$ cat config.mk
export PLATFORM = sky130hd
export DESIGN_NAME = fpcmp_unit
export DESIGN_NICKNAME = d
export VERILOG_FILES = /design/src/rtl/fpcmp_pkg.sv /design/src/rtl/fpcmp_classify.sv /design/src/rtl/fpcmp_order.sv /design/src/rtl/fpcmp_select.sv /design/src/rtl/fpcmp_unit.sv
export SDC_FILE = /design/constraint.sdc
export NUM_CORES = 1
export LEC_CHECK = 0
export CAP_MARGIN = 20
export CORE_MARGIN = 10
export CORE_UTILIZATION = 39
export DETAILED_ROUTE_END_ITERATION = 10
export DONT_BUFFER_PORTS = 1
export PLACE_DENSITY = 0.59
export SETUP_SLACK_MARGIN = 0.5
export SLEW_MARGIN = 10
export SYNTH_ARGS = -nofsm -noshare
export SYNTH_HDL_FRONTEND = slang
export SYNTH_SLANG_ARGS = --single-unit
$ cat constraint.sdc
create_clock -name vclk -period 4.2
set_clock_uncertainty 0.1 [all_clocks]
set_input_delay 0.21 -clock vclk [all_inputs]
set_output_delay 0.21 -clock vclk [all_outputs]
set_load 0.03 [all_outputs]
$ cat src/rtl/fpcmp_pkg.sv
package fpcmp_pkg;
    typedef enum logic [2:0] {
        OP_CMP_SIG   = 3'd0,
        OP_CMP_QUIET = 3'd1,
        OP_MAX       = 3'd2,
        OP_MIN       = 3'd3,
        OP_MAXNUM    = 3'd4,
        OP_MINNUM    = 3'd5,
        OP_RSV6      = 3'd6,
        OP_RSV7      = 3'd7
    } fpcmp_op_e;

    localparam int REL_GT = 0;
    localparam int REL_LT = 1;
    localparam int REL_EQ = 2;
    localparam int REL_UN = 3;
endpackage

$ cat src/rtl/fpcmp_classify.sv
module fpcmp_classify #(
    parameter int EXP_W = 8,
    parameter int MAN_W = 23,
    localparam int W = EXP_W + MAN_W + 1
) (
    input  logic [W-1:0] raw,
    input  logic         flush,
    output logic [W-1:0] eff,
    output logic         is_nan,
    output logic         is_snan,
    output logic         is_sub,
    output logic         is_zero
);
    logic [EXP_W-1:0] ex;
    logic [MAN_W-1:0] mn;

    always_comb begin
        ex      = raw[W-2:MAN_W];
        mn      = raw[MAN_W-1:0];
        is_nan  = (&ex) && (|mn);
        is_snan = is_nan && !mn[MAN_W-1];
        is_sub  = (ex == '0) && (|mn);
        if (flush && is_sub) begin
            eff = {raw[W-1], {(W-1){1'b0}}};
        end else begin
            eff = raw;
        end
        is_zero = (eff[W-2:0] == '0);
    end
endmodule

$ cat src/rtl/fpcmp_order.sv
module fpcmp_order #(
    parameter int W = 32
) (
    input  logic [W-1:0] a,
    input  logic [W-1:0] b,
    input  logic         a_zero,
    input  logic         b_zero,
    output logic         gt,
    output logic         lt,
    output logic         eq,
    output logic         a_below_b
);
    logic         sa, sb;
    logic [W-2:0] ma, mb;
    logic         mag_gt, mag_lt;

    always_comb begin
        sa     = a[W-1];
        sb     = b[W-1];
        ma     = a[W-2:0];
        mb     = b[W-2:0];
        mag_gt = ma > mb;
        mag_lt = ma < mb;
        gt = 1'b0;
        lt = 1'b0;
        eq = 1'b0;
        if (a_zero && b_zero) begin
            eq = 1'b1;
        end else if (sa != sb) begin
            gt = sb;
            lt = sa;
        end else if (!mag_gt && !mag_lt) begin
            eq = 1'b1;
        end else begin
            gt = sa ? mag_lt : mag_gt;
            lt = sa ? mag_gt : mag_lt;
        end
        // total order for selection: -0 below +0
        if (a == b) begin
            a_below_b = 1'b0;
        end else if (sa != sb) begin
            a_below_b = sa;
        end else begin
            a_below_b = sa ? mag_gt : mag_lt;
        end
    end
endmodule

$ cat src/rtl/fpcmp_select.sv
module fpcmp_select
    import fpcmp_pkg::*;
#(
    parameter int EXP_W = 8,
    parameter int MAN_W = 23,
    localparam int W = EXP_W + MAN_W + 1
) (
    input  fpcmp_op_e    op,
    input  logic [W-1:0] a,
    input  logic [W-1:0] b,
    input  logic         a_nan,
    input  logic         b_nan,
    input  logic         any_snan,
    input  logic         a_below_b,
    output logic [W-1:0] result
);
    localparam logic [W-1:0] QNAN = {1'b0, {EXP_W{1'b1}}, 1'b1, {(MAN_W-1){1'b0}}};

    logic [W-1:0] hi, lo;

    always_comb begin
        hi = a_below_b ? b : a;
        lo = a_below_b ? a : b;
        unique case (op)
            OP_MAX, OP_MIN: begin
                if (a_nan || b_nan) result = QNAN;
                else                result = (op == OP_MAX) ? hi : lo;
            end
            OP_MAXNUM, OP_MINNUM: begin
                if (any_snan || (a_nan && b_nan)) result = QNAN;
                else if (a_nan)                   result = b;
                else if (b_nan)                   result = a;
                else                              result = (op == OP_MAXNUM) ? hi : lo;
            end
            default: result = '0;
        endcase
    end
endmodule

$ cat src/rtl/fpcmp_unit.sv
module fpcmp_unit
    import fpcmp_pkg::*;
#(
    parameter int EXP_W = 8,
    parameter int MAN_W = 23,
    localparam int W = EXP_W + MAN_W + 1
) (
    input  logic [W-1:0] op_a,
    input  logic [W-1:0] op_b,
    input  logic [2:0]   op_sel,
    input  logic         flush_sub,
    output logic [3:0]   rel_status,
    output logic [W-1:0] sel_result,
    output logic         flag_invalid,
    output logic         flag_subnormal
);
    logic [W-1:0] eff   [2];
    logic [1:0]   nan_v, snan_v, sub_v, zero_v;
    logic         gt, lt, eq, a_below_b;
    fpcmp_op_e    op;

    assign op = fpcmp_op_e'(op_sel);

    for (genvar i = 0; i < 2; i++) begin : g_cls
        fpcmp_classify #(.EXP_W(EXP_W), .MAN_W(MAN_W)) cls_i (
            .raw     (i == 0 ? op_a : op_b),
            .flush   (flush_sub),
            .eff     (eff[i]),
            .is_nan  (nan_v[i]),
            .is_snan (snan_v[i]),
            .is_sub  (sub_v[i]),
            .is_zero (zero_v[i])
        );
    end

    fpcmp_order #(.W(W)) ord_i (
        .a         (eff[0]),
        .b         (eff[1]),
        .a_zero    (zero_v[0]),
        .b_zero    (zero_v[1]),
        .gt        (gt),
        .lt        (lt),
        .eq        (eq),
        .a_below_b (a_below_b)
    );

    fpcmp_select #(.EXP_W(EXP_W), .MAN_W(MAN_W)) sel_i (
        .op        (op),
        .a         (eff[0]),
        .b         (eff[1]),
        .a_nan     (nan_v[0]),
        .b_nan     (nan_v[1]),
        .any_snan  (|snan_v),
        .a_below_b (a_below_b),
        .result    (sel_result)
    );

    always_comb begin
        rel_status = '0;
        if (|nan_v) begin
            rel_status[REL_UN] = 1'b1;
        end else begin
            rel_status[REL_GT] = gt;
            rel_status[REL_LT] = lt;
            rel_status[REL_EQ] = eq;
        end
        flag_invalid   = (op == OP_CMP_SIG) ? (|nan_v) : (|snan_v);
        flag_subnormal = !flush_sub && (|sub_v);
    end
endmodule

## After elaboration in Yosys (flattened, before gate mapping)

Index checks and enable logic that the tools add are counted.

| word-level totals | value |
|---|---|
| input port bits | 68 |
| output and inout bits | 38 |
| logic and storage cells | 68 |
| flip-flop bits (word level) | 0 |

| operators by class | value |
|---|---|
| equality and inequality tests | 6 |
| mux-type cells | 27 |
| $lt $le $gt $ge | 2 |
| reductions and logical operators | 33 |

Operators with widths:

| kind | number |
|---|---|
| two-way mux 32 bit | 8 |
| case mux 32 bit (2 select lines) | 1 |
| logical NOT 31 bit | 2 |
| two-way mux 31 bit | 2 |
| OR reduction 23 bit | 2 |
| equality test 32 bit | 1 |
| > comparator 31 bit | 1 |
| < comparator 31 bit | 1 |
| logical NOT 8 bit | 2 |
| AND reduction 8 bit | 2 |
| two-way mux 1 bit | 15 |
| logical AND 1 bit | 12 |
| OR reduction 2 bit | 5 |
| equality test 3 x 2 -> 1 bit, second input constant | 2 |
| equality test 3 bit, second input constant | 2 |
| logical NOT 1 bit | 5 |
| logical NOT 3 bit | 1 |
| two-way mux 3 bit | 1 |
| logical OR 1 bit | 2 |
| inequality test 1 bit | 1 |

## Logic depth before layout (Yosys ltp)

| logic depth | value |
|---|---|
| depth after elaboration | 14 |
| gate-level depth with buffers | 19 |
| depth with buffers taken out | 17 |

## By module

From an unflattened synthesis, not the netlist that was laid out.

| unflattened totals | value |
|---|---|
| cells, all modules | 393 |
| area total of the unflattened synthesis | 2847.7 sq um |

Modules (own cells, without submodules):

| module | area an instance (sq um) | seq. area each (sq um) | instances | cells an instance |
|---|---|---|---|---|
| fpcmp_select | 1107.3 | 0.0 | 1 | 154 |
| fpcmp_order | 868.3 | 0.0 | 1 | 120 |
| fpcmp_classify | 404.1 | 0.0 | 2 | 54 |
| fpcmp_unit | 63.8 | 0.0 | 1 | 11 |

## Worst setup path before layout

Ideal clock, no wire load.

| timing path | value |
|---|---|
| path kind | input-to-output |
| from | in op_a[26] |
| to | out sel_result[14] |
| cell stages on the path | 19 |
| path slack | -0.504 ns |
| required time | 3.890 ns |
| data arrival time | 4.394 ns |
| buffers on the path | 3 |
| cell sequence | nor4_4 nand3_1 clkbuf_1 o21ba_2 clkbuf_1 nor2b_1 ha_1 a21oi_1 o21ai_0 a311oi_1 o21ai_1 a21oi_1 o311ai_0 a21o_1 and3_1 or2_1 buf_4 mux2i_1 o221ai_1 |

| between the ends | value |
|---|---|
| longest elaborated chain between the ends | 14 |
| elaborated cells on any way between the ends | 26 |
| classes of those cells | order compare (2); eq/ne (1); mux (13); reduce/logical (10) |

RTL lines:

| what | RTL line | text |
|---|---|---|
| start, declared | fpcmp_unit.sv:8 | `input logic [W-1:0] op_a,` |
| logical NOT 8 bit | fpcmp_classify.sv:22 | `is_sub = (ex == '0) && (\|mn);` |
| logical AND 1 bit | fpcmp_classify.sv:22 |  |
| logical AND 1 bit | fpcmp_classify.sv:23 | `if (flush && is_sub) begin` |
| two-way mux 31 bit | fpcmp_classify.sv:23 |  |
| < comparator 31 bit or > comparator 31 bit (tied branches) | fpcmp_order.sv:23, fpcmp_order.sv:22 |  |
| two-way mux 1 bit | fpcmp_order.sv:44 | `a_below_b = sa ? mag_gt : mag_lt;` |
| two-way mux 1 bit | fpcmp_order.sv:41 | `end else if (sa != sb) begin` |
| two-way mux 1 bit | fpcmp_order.sv:39 | `if (a == b) begin` |
| two-way mux 32 bit, on equally long branches | fpcmp_select.sv:23, fpcmp_select.sv:22 |  |
| two-way mux 32 bit | fpcmp_select.sv:33 | `else result = (op == OP_MAXNUM) ? hi : lo;` |
| two-way mux 32 bit | fpcmp_select.sv:32 | `else if (b_nan) result = a;` |
| two-way mux 32 bit | fpcmp_select.sv:31 | `else if (a_nan) result = b;` |
| two-way mux 32 bit | fpcmp_select.sv:30 | `if (any_snan \|\| (a_nan && b_nan)) result = QNAN;` |
| case mux 32 bit (2 select lines) * | fpcmp_select.sv:24 | `unique case (op)` |
| end, declared | fpcmp_unit.sv:13 | `output logic [W-1:0] sel_result,` |

Every way passes the cells marked *; elsewhere a longest branch is shown, timed or not.

## Final worst setup path

| timing path | value |
|---|---|
| from | in op_b[0] |
| to | out sel_result[20] |

| between the ends | value |
|---|---|
| longest elaborated chain between the ends | 14 |
| elaborated cells on any way between the ends | 25 |
| classes of those cells | order compare (2); eq/ne (1); mux (13); reduce/logical (9) |

RTL lines:

| what | RTL line | text |
|---|---|---|
| start, declared | fpcmp_unit.sv:9 | `input logic [W-1:0] op_b,` |
| OR reduction 23 bit | fpcmp_classify.sv:20, fpcmp_classify.sv:22 |  |
| logical AND 1 bit | fpcmp_classify.sv:22 |  |
| logical AND 1 bit | fpcmp_classify.sv:23 |  |
| two-way mux 31 bit | fpcmp_classify.sv:23 |  |
| < comparator 31 bit or > comparator 31 bit (tied branches) | fpcmp_order.sv:23, fpcmp_order.sv:22 |  |
| two-way mux 1 bit | fpcmp_order.sv:44 |  |
| two-way mux 1 bit | fpcmp_order.sv:41 |  |
| two-way mux 1 bit | fpcmp_order.sv:39 |  |
| two-way mux 32 bit, on equally long branches | fpcmp_select.sv:23, fpcmp_select.sv:22 |  |
| two-way mux 32 bit | fpcmp_select.sv:33 |  |
| two-way mux 32 bit | fpcmp_select.sv:32 |  |
| two-way mux 32 bit | fpcmp_select.sv:31 |  |
| two-way mux 32 bit | fpcmp_select.sv:30 |  |
| case mux 32 bit (2 select lines) * | fpcmp_select.sv:24 |  |

Marked as above.

==> impl_summary.log <==
INFO  metric die_area = roughly 0.0098 mm²
INFO  metric synthCells = 362
INFO  metric share_of_the_synthesized_area_in_compound_gates_ao_oa_aoi_oai = a little under 40%
INFO  metric drive_above_1_share = between 40% and 50%
INFO  metric grt_start_max_net_pins = 25
INFO  metric synth_area_per_cell = 6.76 µm²
INFO  metric hold_path.class = input pin to output port
INFO  metric dieWidth = about 100 µm
INFO  metric route.detailed.wl_per_inst = 23.6 µm
INFO  metric seq_area_frac_synth = 0%
INFO  metric ws_path_type = input pin to output port
INFO  metric power.internal = roughly 0.21 mW
INFO  metric synthXorXnorAreaFrac = about 1.4%
INFO  metric worst_slew_pin_slew = between 0.7 and 0.8 ns
INFO  metric post-layout-total-power = 0.466 mW
INFO  metric startpoint_type = input pin
INFO  metric slew_headroom = 49.8%
INFO  metric synth_top_family_by_area = compound AO/OA/AOI/OAI gates
INFO  metric gp_congestion = between 0.9 and 1
INFO  metric gr-max-usage-layer = met2
INFO  metric routed-via-count = approximately 3300
INFO  metric whs = roughly 0.44 ns
INFO  metric p_switching = approximately 0.26 mW
INFO  metric multi_input_comb_area = around 0.0028 mm²
INFO  metric unrepaired_setup_endpoints_after_global_routing = true
INFO  metric row_count = 28
INFO  metric num-clock-buffers = 0
INFO  metric pwr_density = 133 mW/mm²
INFO  metric power.switching_fraction = 55.9%
INFO  metric timing.final.setup_violations = 16
INFO  metric grtUsageTotal = roughly a fifth
INFO  metric highest_clock_rate = roughly 230 MHz
INFO  metric drc_errors = 0
INFO  metric num_io_pins = about 110
INFO  metric fill_cells = 560
INFO  metric power.clock.fraction = 0%
INFO  metric portBuffers = 0
INFO  metric initial_core_utilization = between 40 and 50%
INFO  metric core_area = about 0.006 mm²
INFO  metric arrival_time_at_the_worst_endpoint = a little under 4 ns
INFO  metric syn2layout_area_growth = 43.6%
INFO  metric drv_slew = 0
INFO  metric synth-warning-count = 0
INFO  metric final_critical_path_setup_slack = -0.0599 ns
INFO  metric comb_power_share = 100.0%
INFO  metric synth_simple_gate_area_share = approximately 31%
INFO  metric layout.area.seq = 0 µm²
INFO  metric seqPwrFrac = 0%
INFO  metric peakVddDrop = around 0.084 mV
INFO  metric global_route.usage.met2 = approximately 33%
INFO  metric dr.first_iter.drc_count = about 270
INFO  metric power.leakage = about 1.5 nW
INFO  metric cp_cell_sequence = nor4_4 -> buf_4 -> nand4_1 -> nor2_2 -> or2_4 -> buf_6 -> nand2_2 -> ha_4 -> nand3_4 -> nor3_4 -> nand2_2 -> o31ai_4 -> o2111ai_4 -> and3_4 -> or2_4 -> a22o_4 -> clkbuf_16 -> a32o_2
INFO  metric synth_adder_area_share = between 10% and 20%
INFO  metric final.setup.tns = -0.644 ns
INFO  metric yosys-mux-area-fraction = under 10%
INFO  metric crit_required = approximately 3.9 ns
INFO  metric syn-num-nets = roughly 450
INFO  metric run_status = finished with violations
INFO  metric design.seq.count = 0
INFO  metric dp_hpwl = ~8500 µm
INFO  metric worst_path_largest_cell_delay = ~0.40 ns
INFO  metric grt_use_met3 = 4.78%
INFO  metric grt_use_met1 = 25.1%
INFO  metric hold_viol = 0
INFO  metric grt_pass1_wl = between 15000 and 20000 µm
INFO  metric critPathSlowestCell = o31ai_4
INFO  metric vias_per_cell = just under 7
INFO  metric grt_remaining_overflow = 0
INFO  metric die_h = 99.2 µm
INFO  metric timing.final.crit_share = 101%
INFO  metric drt_pass1_iterations = 5
INFO  metric cts.hold.buffers_added = 0
INFO  metric timing.critical_path.to_type = output port
INFO  metric period_needed = about 4.3 ns
INFO  metric postRouteAntennaNets = 0
INFO  metric initial_antenna_violation_count = 0
INFO  metric grt_pass1_vias = ~3100
INFO  metric crit_path_max_fanout = 7
INFO  metric distinct_cell_type_count_after_synthesis = 59
INFO  metric wl = between 10000 and 15000 µm
INFO  metric cap_violations = 0
INFO  metric syn_area = between 0.002 and 0.0025 mm²
INFO  metric antenna_diode_count = 0
INFO  metric final_nets = 491
INFO  metric violations = setup timing
-- layer usage --
| metal | vias up | share of wire (%) |
|---|---|---|
| li1 | 1489 | - |
| met1 | 1556 | 40 |
| met2 | 184 | 47 |
| met3 | 32 | 10 |
| met4 | 0 | 3.0 |
| met5 | - | 0 |
-- final cells by class --
class	count	share of cell area (%)
Inverter	22	2.35
Timing Repair Buffer	60	16.1
Tap cell	75	2.67
Multi-Input combinational cell	315	78.9
-- synthesized netlist by cell type (5+ instances only) --
library cell  count  area share (%)
nor2b_1          10             2.6
nand3_1          11             2.2
nand2_1          39             6.0
a21o_1            7             2.1
a31oi_1           5             1.3
a22o_1            5             1.8
inv_1            22             3.4
o221ai_1         11             3.9
nand4_1           8             2.0
nor2_1           19             2.9
ha_1             24              12
a32o_1           16             6.5
mux2i_1          19             7.8
o21ai_0          19             3.9
clkbuf_1         19             2.9
nor4_1           12             3.1
a21oi_1          31             6.3
and2_1           12             3.1
-- cell usage in the layout, fill, tap and decap left out, types with 3 or more instances in the layout --
master / netlist / final
buf_4: 1 / 41
and2_1: 12 / 12
nor4_1: 12 / 6
nor2_1: 19 / 16
nor4_4: 2 / 5
nor4_2: 0 / 3
ha_1: 24 / 18
nand2_2: 0 / 9
nor3_1: 4 / 3
a22o_4: 0 / 5
nor2b_1: 10 / 7
a21o_1: 7 / 7
nor2_2: 0 / 3
buf_12: 0 / 3
nand4_1: 8 / 8
nand2_1: 39 / 30
mux2i_2: 0 / 5
a31oi_1: 5 / 5
and3_1: 4 / 3
inv_1: 22 / 22
a21oi_2: 0 / 6
mux2i_1: 19 / 14
o221ai_2: 0 / 9
a21oi_1: 31 / 24
or3_1: 4 / 4
o21ai_0: 19 / 17
buf_6: 2 / 14
ha_4: 0 / 6
nand3_1: 11 / 5
a32o_2: 0 / 16
nand3_2: 0 / 4
o31ai_2: 3 / 3
o211ai_1: 3 / 3
-- power by group through the flow --
stage / clock network, mW / registers [mW] / logic (mW)
floorplan: 0 / 0 / 0.310
global placement: 0 / 0 / 0.385
detailed placement: 0 / 0 / 0.389
CTS: 0 / 0 / 0.420
global route: 0 / 0 / 0.494
finish: 0 / 0 / 0.466
-- cells by family (layout without fill, tap and decap cells) --
| family | after synthesis | after routing |
|---|---|---|
| and+or+nand+nor | 138 | 138 |
| AOI/OAI and AO/OA | 128 | 128 |
| buffers and inverters | 47 | 82 |
| adders and majority gates | 25 | 25 |
| muxes | 20 | 20 |
| xor gates and xnor gates | 4 | 4 |
-- critical path: cells and delay by family --
| family | cells | cell delay (ns) |
|---|---|---|
| fa+ha+maj | 1 | 0.27 |
| buf+inv | 3 | 0.45 |
| simple gates | 10 | 1.81 |
| compound gates | 4 | 1.20 |
-- stage by stage --
step           utilization [%]  setup slack, ns  cell area, µm²  instances
2_1_floorplan                -           0.0292            2650        362
5_1_grt                   58.7           -0.188            3520        472
6_report                  58.7          -0.0599            3520        472
3_3_place_gp              49.7           -0.156            2980        459
4_1_cts                   54.1            0.115            3240        464
3_5_place_dp              49.7           -0.183            2980        459
-- worst paths after layout --
| check | start | endpoint | slack (ns) | cells after the start |
|---|---|---|---|---|
| worst max-delay path | op_b[0] | sel_result[20] | -0.06 | 18 |
| worst min-delay path | flush_sub | flag_subnormal | 0.44 | 1 |
-- timing repair --
item | CTS | global route
pin swaps | 25 | 29
resized for setup | 48 | 39
gates cloned | 0 | 2
setup endpoints to repair | 31 | 32
buffers inserted | 5 | 6
Power figures use the tool's default switching activity.
